`src/rtl/bank_timing_pkg.sv`:
```
package bank_timing_pkg;

  typedef enum logic [1:0] {
    CMD_ACT = 2'd0,
    CMD_RD  = 2'd1,
    CMD_WR  = 2'd2,
    CMD_PRE = 2'd3
  } cmd_e;

  localparam int NUM_GRADES = 4;
  localparam int RCD_NS     = 15;
  localparam int RP_NS      = 15;

  function automatic int grade_mhz(int g);
    case (g)
      0:       return 200;
      1:       return 267;
      2:       return 333;
      default: return 400;
    endcase
  endfunction

  function automatic int grade_rc_ns(int g);
    return (g == 0) ? 55 : 60;
  endfunction

  // round up to whole cycles
  function automatic int ns_to_cyc(int ns, int mhz);
    return (ns * mhz + 999) / 1000;
  endfunction

  localparam int MAX_CYC = ns_to_cyc(60, 400);
  localparam int CNT_W   = $clog2(MAX_CYC + 1);

endpackage

```
`src/rtl/grade_lut.sv`:
```
module grade_lut
  import bank_timing_pkg::*;
#(
  parameter int GRADES = NUM_GRADES,
  localparam int GW    = $clog2(GRADES)
) (
  input  logic [GW-1:0]    grade_i,
  output logic [CNT_W-1:0] trcd_o,
  output logic [CNT_W-1:0] trp_o,
  output logic [CNT_W-1:0] trc_o
);

  logic [CNT_W-1:0] rcd_tab [GRADES];
  logic [CNT_W-1:0] rp_tab  [GRADES];
  logic [CNT_W-1:0] rc_tab  [GRADES];

  for (genvar g = 0; g < GRADES; g++) begin : g_tab
    assign rcd_tab[g] = CNT_W'(ns_to_cyc(RCD_NS, grade_mhz(g)));
    assign rp_tab[g]  = CNT_W'(ns_to_cyc(RP_NS, grade_mhz(g)));
    assign rc_tab[g]  = CNT_W'(ns_to_cyc(grade_rc_ns(g), grade_mhz(g)));
  end

  assign trcd_o = rcd_tab[grade_i];
  assign trp_o  = rp_tab[grade_i];
  assign trc_o  = rc_tab[grade_i];

  // a row cycle always spans more than a precharge window
  always_comb begin
    a_r8_rc_covers_rp : assert (trc_o > trp_o);
  end

endmodule

```
`src/rtl/bank_timer.sv`:
```
module bank_timer
  import bank_timing_pkg::*;
#(
  parameter int ROW_W = 14
) (
  input  logic             clk_i,
  input  logic             rst_ni,
  input  logic             act_i,
  input  logic             pre_i,
  input  logic [ROW_W-1:0] row_i,
  input  logic [CNT_W-1:0] trcd_i,
  input  logic [CNT_W-1:0] trp_i,
  input  logic [CNT_W-1:0] trc_i,
  output logic             open_o,
  output logic [ROW_W-1:0] row_o,
  output logic             rcd_ok_o,
  output logic             rp_ok_o,
  output logic             rc_ok_o
);

  logic             open_q;
  logic [ROW_W-1:0] row_q;
  logic [CNT_W-1:0] rcd_q, rp_q, rc_q;
  logic             close_now;

  assign close_now = pre_i && open_q;

  always_ff @(posedge clk_i or negedge rst_ni) begin
    if (!rst_ni) begin
      open_q <= 1'b0;
      row_q  <= '0;
    end else if (act_i) begin
      open_q <= 1'b1;
      row_q  <= row_i;
    end else if (close_now) begin
      open_q <= 1'b0;
    end
  end

  // windows count down to zero; load N-1 so cycle N after the trigger is clear
  always_ff @(posedge clk_i or negedge rst_ni) begin
    if (!rst_ni) begin
      rcd_q <= '0;
      rc_q  <= '0;
    end else if (act_i) begin
      rcd_q <= trcd_i - 1'b1;
      rc_q  <= trc_i - 1'b1;
    end else begin
      rcd_q <= (rcd_q != '0) ? rcd_q - 1'b1 : '0;
      rc_q  <= (rc_q  != '0) ? rc_q  - 1'b1 : '0;
    end
  end

  always_ff @(posedge clk_i or negedge rst_ni) begin
    if (!rst_ni)        rp_q <= '0;
    else if (close_now) rp_q <= trp_i - 1'b1;
    else                rp_q <= (rp_q != '0) ? rp_q - 1'b1 : '0;
  end

  assign open_o   = open_q;
  assign row_o    = row_q;
  assign rcd_ok_o = (rcd_q == '0);
  assign rp_ok_o  = (rp_q == '0);
  assign rc_ok_o  = (rc_q == '0);

  a_r2_act_opens_row : assert property (@(posedge clk_i) disable iff (!rst_ni)
    act_i |=> open_o && row_o == $past(row_i));
  a_r4_act_only_closed : assert property (@(posedge clk_i) disable iff (!rst_ni)
    act_i |-> !open_q);
  a_r7_act_after_windows : assert property (@(posedge clk_i) disable iff (!rst_ni)
    act_i |-> rp_ok_o && rc_ok_o);
  a_r5_rcd_starts : assert property (@(posedge clk_i) disable iff (!rst_ni)
    act_i |=> !rcd_ok_o && !rc_ok_o);
  a_r6_rp_starts : assert property (@(posedge clk_i) disable iff (!rst_ni)
    close_now |=> !rp_ok_o && !open_o);
  a_r10_pre_closed_quiet : assert property (@(posedge clk_i) disable iff (!rst_ni)
    (pre_i && !open_q && rp_ok_o) |=> rp_ok_o && !open_o);

endmodule

```
`src/rtl/cmd_judge.sv`:
```
module cmd_judge
  import bank_timing_pkg::*;
(
  input  logic       valid_i,
  input  logic [1:0] cmd_i,
  input  logic       open_i,
  input  logic       rcd_ok_i,
  input  logic       rp_ok_i,
  input  logic       rc_ok_i,
  output logic       legal_o,
  output logic       stall_o,
  output logic       illegal_o
);

  always_comb begin
    legal_o   = 1'b0;
    stall_o   = 1'b0;
    illegal_o = 1'b0;
    if (valid_i) begin
      unique case (cmd_e'(cmd_i))
        CMD_ACT: begin
          if (open_i)                    illegal_o = 1'b1;
          else if (!(rp_ok_i && rc_ok_i)) stall_o  = 1'b1;
          else                           legal_o   = 1'b1;
        end
        CMD_RD, CMD_WR: begin
          if (!open_i)        illegal_o = 1'b1;
          else if (!rcd_ok_i) stall_o   = 1'b1;
          else                legal_o   = 1'b1;
        end
        CMD_PRE: legal_o = 1'b1;
        default: illegal_o = 1'b1;
      endcase
    end
  end

endmodule

```
`src/rtl/bank_timing_tracker.sv`:
```
module bank_timing_tracker
  import bank_timing_pkg::*;
#(
  parameter int  NUM_BANKS = 8,
  parameter int  ROW_W     = 14,
  localparam int BANK_W    = $clog2(NUM_BANKS),
  localparam int GW        = $clog2(NUM_GRADES)
) (
  input  logic                       clk_i,
  input  logic                       rst_ni,
  input  logic                       cmd_valid_i,
  input  logic [1:0]                 cmd_i,
  input  logic [BANK_W-1:0]          bank_i,
  input  logic [ROW_W-1:0]           row_i,
  input  logic [GW-1:0]              grade_i,
  output logic                       cmd_legal_o,
  output logic                       cmd_stall_o,
  output logic                       cmd_illegal_o,
  output logic [NUM_BANKS-1:0]       bank_open_o,
  output logic [NUM_BANKS*ROW_W-1:0] open_row_o
);

  logic [CNT_W-1:0]     trcd, trp, trc;
  logic [NUM_BANKS-1:0] rcd_ok, rp_ok, rc_ok, act_sel, pre_sel;
  logic                 is_act, is_pre;

  grade_lut #(.GRADES(NUM_GRADES)) u_lut (
    .grade_i (grade_i),
    .trcd_o  (trcd),
    .trp_o   (trp),
    .trc_o   (trc)
  );

  cmd_judge u_judge (
    .valid_i   (cmd_valid_i),
    .cmd_i     (cmd_i),
    .open_i    (bank_open_o[bank_i]),
    .rcd_ok_i  (rcd_ok[bank_i]),
    .rp_ok_i   (rp_ok[bank_i]),
    .rc_ok_i   (rc_ok[bank_i]),
    .legal_o   (cmd_legal_o),
    .stall_o   (cmd_stall_o),
    .illegal_o (cmd_illegal_o)
  );

  assign is_act = cmd_legal_o && (cmd_e'(cmd_i) == CMD_ACT);
  assign is_pre = cmd_legal_o && (cmd_e'(cmd_i) == CMD_PRE);

  for (genvar b = 0; b < NUM_BANKS; b++) begin : g_bank
    assign act_sel[b] = is_act && (bank_i == BANK_W'(b));
    assign pre_sel[b] = is_pre && (bank_i == BANK_W'(b));

    bank_timer #(.ROW_W(ROW_W)) u_bank (
      .clk_i    (clk_i),
      .rst_ni   (rst_ni),
      .act_i    (act_sel[b]),
      .pre_i    (pre_sel[b]),
      .row_i    (row_i),
      .trcd_i   (trcd),
      .trp_i    (trp),
      .trc_i    (trc),
      .open_o   (bank_open_o[b]),
      .row_o    (open_row_o[b*ROW_W +: ROW_W]),
      .rcd_ok_o (rcd_ok[b]),
      .rp_ok_o  (rp_ok[b]),
      .rc_ok_o  (rc_ok[b])
    );
  end

  a_r12_quiet_when_idle : assert property (@(posedge clk_i) disable iff (!rst_ni)
    !cmd_valid_i |-> !cmd_legal_o && !cmd_stall_o && !cmd_illegal_o);
  a_r12_one_verdict : assert property (@(posedge clk_i) disable iff (!rst_ni)
    cmd_valid_i |-> $onehot({cmd_legal_o, cmd_stall_o, cmd_illegal_o}));
  a_r11_stall_no_change : assert property (@(posedge clk_i) disable iff (!rst_ni)
    (cmd_valid_i && !cmd_legal_o) |=> $stable(bank_open_o) && $stable(open_row_o));
  a_r9_one_bank_per_cmd : assert property (@(posedge clk_i) disable iff (!rst_ni)
    $onehot0(act_sel | pre_sel));

endmodule

```
`config.mk`:
```
export PLATFORM = sky130hd
export DESIGN_NAME = bank_timing_tracker
export DESIGN_NICKNAME = d
export VERILOG_FILES = /design/src/rtl/bank_timing_pkg.sv /design/src/rtl/grade_lut.sv /design/src/rtl/bank_timer.sv /design/src/rtl/cmd_judge.sv /design/src/rtl/bank_timing_tracker.sv
export SDC_FILE = /design/constraint.sdc
export NUM_CORES = 1
export LEC_CHECK = 0
export CORE_MARGIN = 5
export CORE_UTILIZATION = 50
export CTS_BUF_LIST = sky130_fd_sc_hd__clkbuf_8
export DETAILED_ROUTE_END_ITERATION = 7
export DONT_BUFFER_PORTS = 1
export SYNTH_ARGS = -nofsm -noshare
export SYNTH_HDL_FRONTEND = slang
export SYNTH_HIERARCHICAL = 1
export SYNTH_SLANG_ARGS = --single-unit
```
`constraint.sdc`:
```
create_clock -name clk_i -period 3.83 [get_ports clk_i]
set_input_delay 0.766 -clock clk_i [delete_from_list [all_inputs] [get_ports clk_i]]
set_output_delay 0.766 -clock clk_i [all_outputs]
set_load 0.005 [all_outputs]
```
==> summary.log <==
[run_status] status finished, violations left
[run_status] violations in the final reports negative hold slack
[power] highest ir drop seen on vdd 0.492 mV
[drt] DR vias 8221
[synthesis] sequential area share after synthesis 46.8%
[timing] Clock Skews 0.0199 ns
[synthesis] area leader, netlist sky130_fd_sc_hd__dfrtp_1
[clock_tree] CTS tree built
[floorplanning] Top-Level Pins 147
[global_routing] GRT overflow 0
[final_layout] fin nets 1222
[setup_path] Setup CP Type reg2reg
[floorplanning] floorplan die width 170 um
[final_layout] ANT cells 0
[setup_path] worst endpoint data arrival time 3.96 ns
[synthesis] share of the synthesized area in the top cell type 46.8%
[timing] Final Hold Vio Count 94
[floorplanning] Die Footprint 29000 um2
[placement] number of placed instances with taps included 1428
[synthesis] compound-gate portion of the synthesized area 8.58%
[synthesis] cells after synthesis 1122
[clock_tree] clock buffers created by TritonCTS 43
[drt] vias per inst 5.45
[synthesis] most numerous cell in the Yosys netlist sky130_fd_sc_hd__dfrtp_1
[worst_hold_path] path type of the worst min-delay path in2async
[setup_path] type of destination of the critical path flop
[setup_path] CP Launch Type flop
[power] Clk pwr share 26.7%
[synthesis] Post-Syn Area 12800 um2
[power] cell-internal power 6.04 mW
[global_routing] pin count of the biggest net entering global routing 241
[synthesis] list of most frequent post-synthesis cells sky130_fd_sc_hd__dfrtp_1 (240), sky130_fd_sc_hd__mux2_2 (132), sky130_fd_sc_hd__inv_1 (120)
[drt] post-route DRC violation count 0
[drt] number of DRC markers after the initial detailed-route iteration 366
[clock_tree] CTS root buffer sky130_fd_sc_hd__clkbuf_8
[final_layout] non-filler instance count after layout 1508
[floorplanning] Site Rows 58
[timing] worst slew slack as a fraction of its limit 47.3%
[placement] weighted congestion reported at the end of routability-driven placement 0.778
[global_routing] initial antenna violation count 0
[clock_tree] clock net sink count 240
[timing] Final Critical Period 3.53 ns
[power] Combinational Power Share 29.8%
[timing] slew at the pin with the worst max-slew slack 0.789 ns
[synthesis] basic-gate share of the synthesized area counting and, or, nand and nor cells 12.4%
[timing] Worst Slack Setup Final 0.300 ns
[drt] Routed WL per cell 18.7 um
[synthesis] async set or reset register ratio after synthesis 100%
[synthesis] portion of netlist area occupied by mux cells 13.0%
[drt] Antenna Nets Post-Route 0
[timing] final-report max-slew violation count 0
[final_layout] layout cells sized above 1 23.1%
[final_layout] area grow syn2layout 10.7%
[clock_tree] post-CTS setup-driven buffer insertion count 0
[placement] DP Wirelength 17900 um
[global_routing] number of global-route vias before repair 8748
[clock_tree] CTS Buffer Depth 3
[synthesis] area share of xor/xnor cells in the synthesized design 8.19%
[clock_tree] insertion delay of the later-clocked pin in the worst-skew pair 0.56 ns
[timing] Setup Viol. Count Final 0
[setup_path] setup slack on the worst flop-to-flop path 0.30 ns
[floorplanning] effective utilization at floorplan 50.8%
[synthesis] number of synthesized register bits 240
[power] Leakage Power 6.90 nW
[power] Tot Pwr 8.97 mW
[setup_path] CP Max Fanout 33
[power] power share of the sequential group 43.5%
[synthesis] predominant post-synthesis flop cell sky130_fd_sc_hd__dfrtp_1
[setup_path] Worst path most repeated cell sky130_fd_sc_hd__mux2_2
[synthesis] count of flip-flops with a built-in enable after synthesis 0
[clock_tree] Max H-tree Level 2
[global_routing] All-Layer GR Usage 19.8%
[setup_path] Critical-path top delay cell sky130_fd_sc_hd__or4b_4
[synthesis] number of different library cells in the post-synthesis netlist 42
[synthesis] mean instance size in the synthesized netlist 11.4 um2
[timing] f_max 0.283 GHz
[floorplanning] Die H 170 um
[setup_path] CP Cell Sequence inv_1, ha_1, or4b_4, inv_2, mux4_1, mux2_2, nand2_1, o22ai_1, and2_1, nand3_1, nor3_2, buf_12, mux2_2
[timing] final cycle utilization of the critical path 92.2%
[placement] DP Worst Slack 0.340 ns
[job] Max-Cap Viols 0
[power] switching power share of the total 32.7%
[synthesis] largest family of logic cells by synthesized area multiplexers
[setup_path] worst path bufs/invs 3
[timing] setup_tns 0 ns
[timing] unrepaired setup endpoints after global routing false
[drt] router iterations before antenna repair 5
[setup_path] Critical Path RT 4.26 ns
[setup_path] Critical Path Max Stage Delay 0.50 ns
[power] reported net switching power 2.93 mW
[clock_tree] Clock Pin Slew Worst Setup and Hold Paths 0.06 ns
[power] power per standard cell area 632 nW/um2
[timing] Fin Hold WS -0.0819 ns
[floorplanning] Core Area 25300 um2
[global_routing] wire length of the first global-routing pass 46800 um
[synthesis] most area-consuming cells after synthesis sky130_fd_sc_hd__dfrtp_1 (47%), sky130_fd_sc_hd__mux2_2 (12%), sky130_fd_sc_hd__ha_1 (5.4%)
[synthesis] Warnings, synthesis 6
[drt] Total Wirelength 28100 um
[clock_tree] count of instances resized after the clock tree is built 0
[setup_path] cell family contributing the most delay on the critical path simple AND/OR/NAND/NOR gates
[synthesis] share of synthesized cell area in full adder, half adder and majority cells 5.36%
[placement] # port buffers 0
[layout make-up]
type / instances / area [um2]
clock buffer: 52 / 716
clock inverter: 28 / 159
fill: 2185 / 11100
inverter: 128 / 480
multi-input combinational: 712 / 6180
sequential: 240 / 6010
tap: 330 / 413
timing repair buffer: 18 / 248
[cells by family (layout without fill, tap and decap cells)]
kind of cell	count (synthesis)	count (layout)
and+or+nand+nor	242	242
DFF	240	240
buffers and inverters	173	226
AOI/OAI and AO/OA	150	150
muxes	141	141
xor gates and xnor gates	120	120
adders and majority gates	55	55
other	1	4
[cells in the final DEF (no fill, tap or decap), types with 9 or more instances in the layout]
cell                         n
sky130_fd_sc_hd__dfrtp_1   240
sky130_fd_sc_hd__inv_1     135
sky130_fd_sc_hd__mux2_2    132
sky130_fd_sc_hd__xor2_1     72
sky130_fd_sc_hd__ha_1       55
sky130_fd_sc_hd__clkbuf_8   52
sky130_fd_sc_hd__nor3_1     50
sky130_fd_sc_hd__xnor2_1    48
sky130_fd_sc_hd__o31ai_1    48
sky130_fd_sc_hd__nand2_1    43
sky130_fd_sc_hd__nor2_1     40
sky130_fd_sc_hd__nand2b_1   28
sky130_fd_sc_hd__nor3b_1    24
sky130_fd_sc_hd__o22ai_1    18
sky130_fd_sc_hd__o21ai_0    16
sky130_fd_sc_hd__nor4b_4    16
sky130_fd_sc_hd__a22o_1     16
sky130_fd_sc_hd__a21boi_0   16
sky130_fd_sc_hd__nand3_1    10
sky130_fd_sc_hd__inv_2      10
sky130_fd_sc_hd__buf_12      9
sky130_fd_sc_hd__buf_4       9
[layer usage]
layer	track usage [%]	vias up	share of wire (%)
met3	6.46	30	7.4
met5	0	-	0
li1	-	3908	-
met2	31.4	157	46
met1	26.7	4126	45
met4	4.83	0	1.3
[worst register-to-register path: cells and delay by family (launching register included)]
family,cells,cell delay (ns)
and+or+nand+nor,5,1.47
buffers and inverters,3,0.41
muxes,3,0.78
adders and majority gates,1,0.19
DFF,1,0.40
AOI/OAI and AO/OA,1,0.16
[sequential cells by signal, indices dropped and copies added (netlist names)]
| name | cells |
|---|---|
| g_bank.u_bank/open_o | 8 |
| g_bank.u_bank/rc_q | 40 |
| g_bank.u_bank/rcd_q | 40 |
| g_bank.u_bank/row_o | 112 |
| g_bank.u_bank/rp_q | 40 |
[metrics by stage]
| step | area [um2] | util, % |
|---|---|---|
| after floorplan | 12800 | - |
| after global placement | 13300 | 52.8 |
| after detailed placement | 13300 | 52.8 |
| after CTS | 14200 | 56.2 |
| after global routing | 14200 | 56.2 |
| final | 14200 | 56.2 |
[power by group through the flow]
stage / logic, mW / registers (mW) / clock network (mW)
after detailed placement: 2.69 / 3.94 / 0
after global placement: 2.62 / 3.94 / 0
after CTS: 2.71 / 3.91 / 2.48
after floorplan: 2.28 / 3.79 / 0
final: 2.67 / 3.90 / 2.40
after global routing: 3.05 / 4.01 / 2.62
[path summary, 6_finish.rpt]
| path | startpoint | endpoint | cells past startpoint |
|---|---|---|---|
| max | g_bank[5].u_bank/rp_q[0]$_DFF_PN0_ | g_bank[4].u_bank/row_o[12]$_DFFE_PN0P_ | 13 |
| max in group asynchronous | rst_ni | g_bank[7].u_bank/row_o[12]$_DFFE_PN0P_ | 0 |
| max reg2reg | g_bank[5].u_bank/rp_q[0]$_DFF_PN0_ | g_bank[4].u_bank/row_o[12]$_DFFE_PN0P_ | 13 |
| min reg2reg | g_bank[5].u_bank/rcd_q[0]$_DFF_PN0_ | g_bank[5].u_bank/rcd_q[0]$_DFF_PN0_ | 1 |
| min in group clk_i | row_i[7] | g_bank[1].u_bank/row_o[7]$_DFFE_PN0P_ | 1 |
| min | rst_ni | g_bank[6].u_bank/rp_q[4]$_DFF_PN0_ | 0 |
No activity file was read; power rests on OpenSTA's default activity.
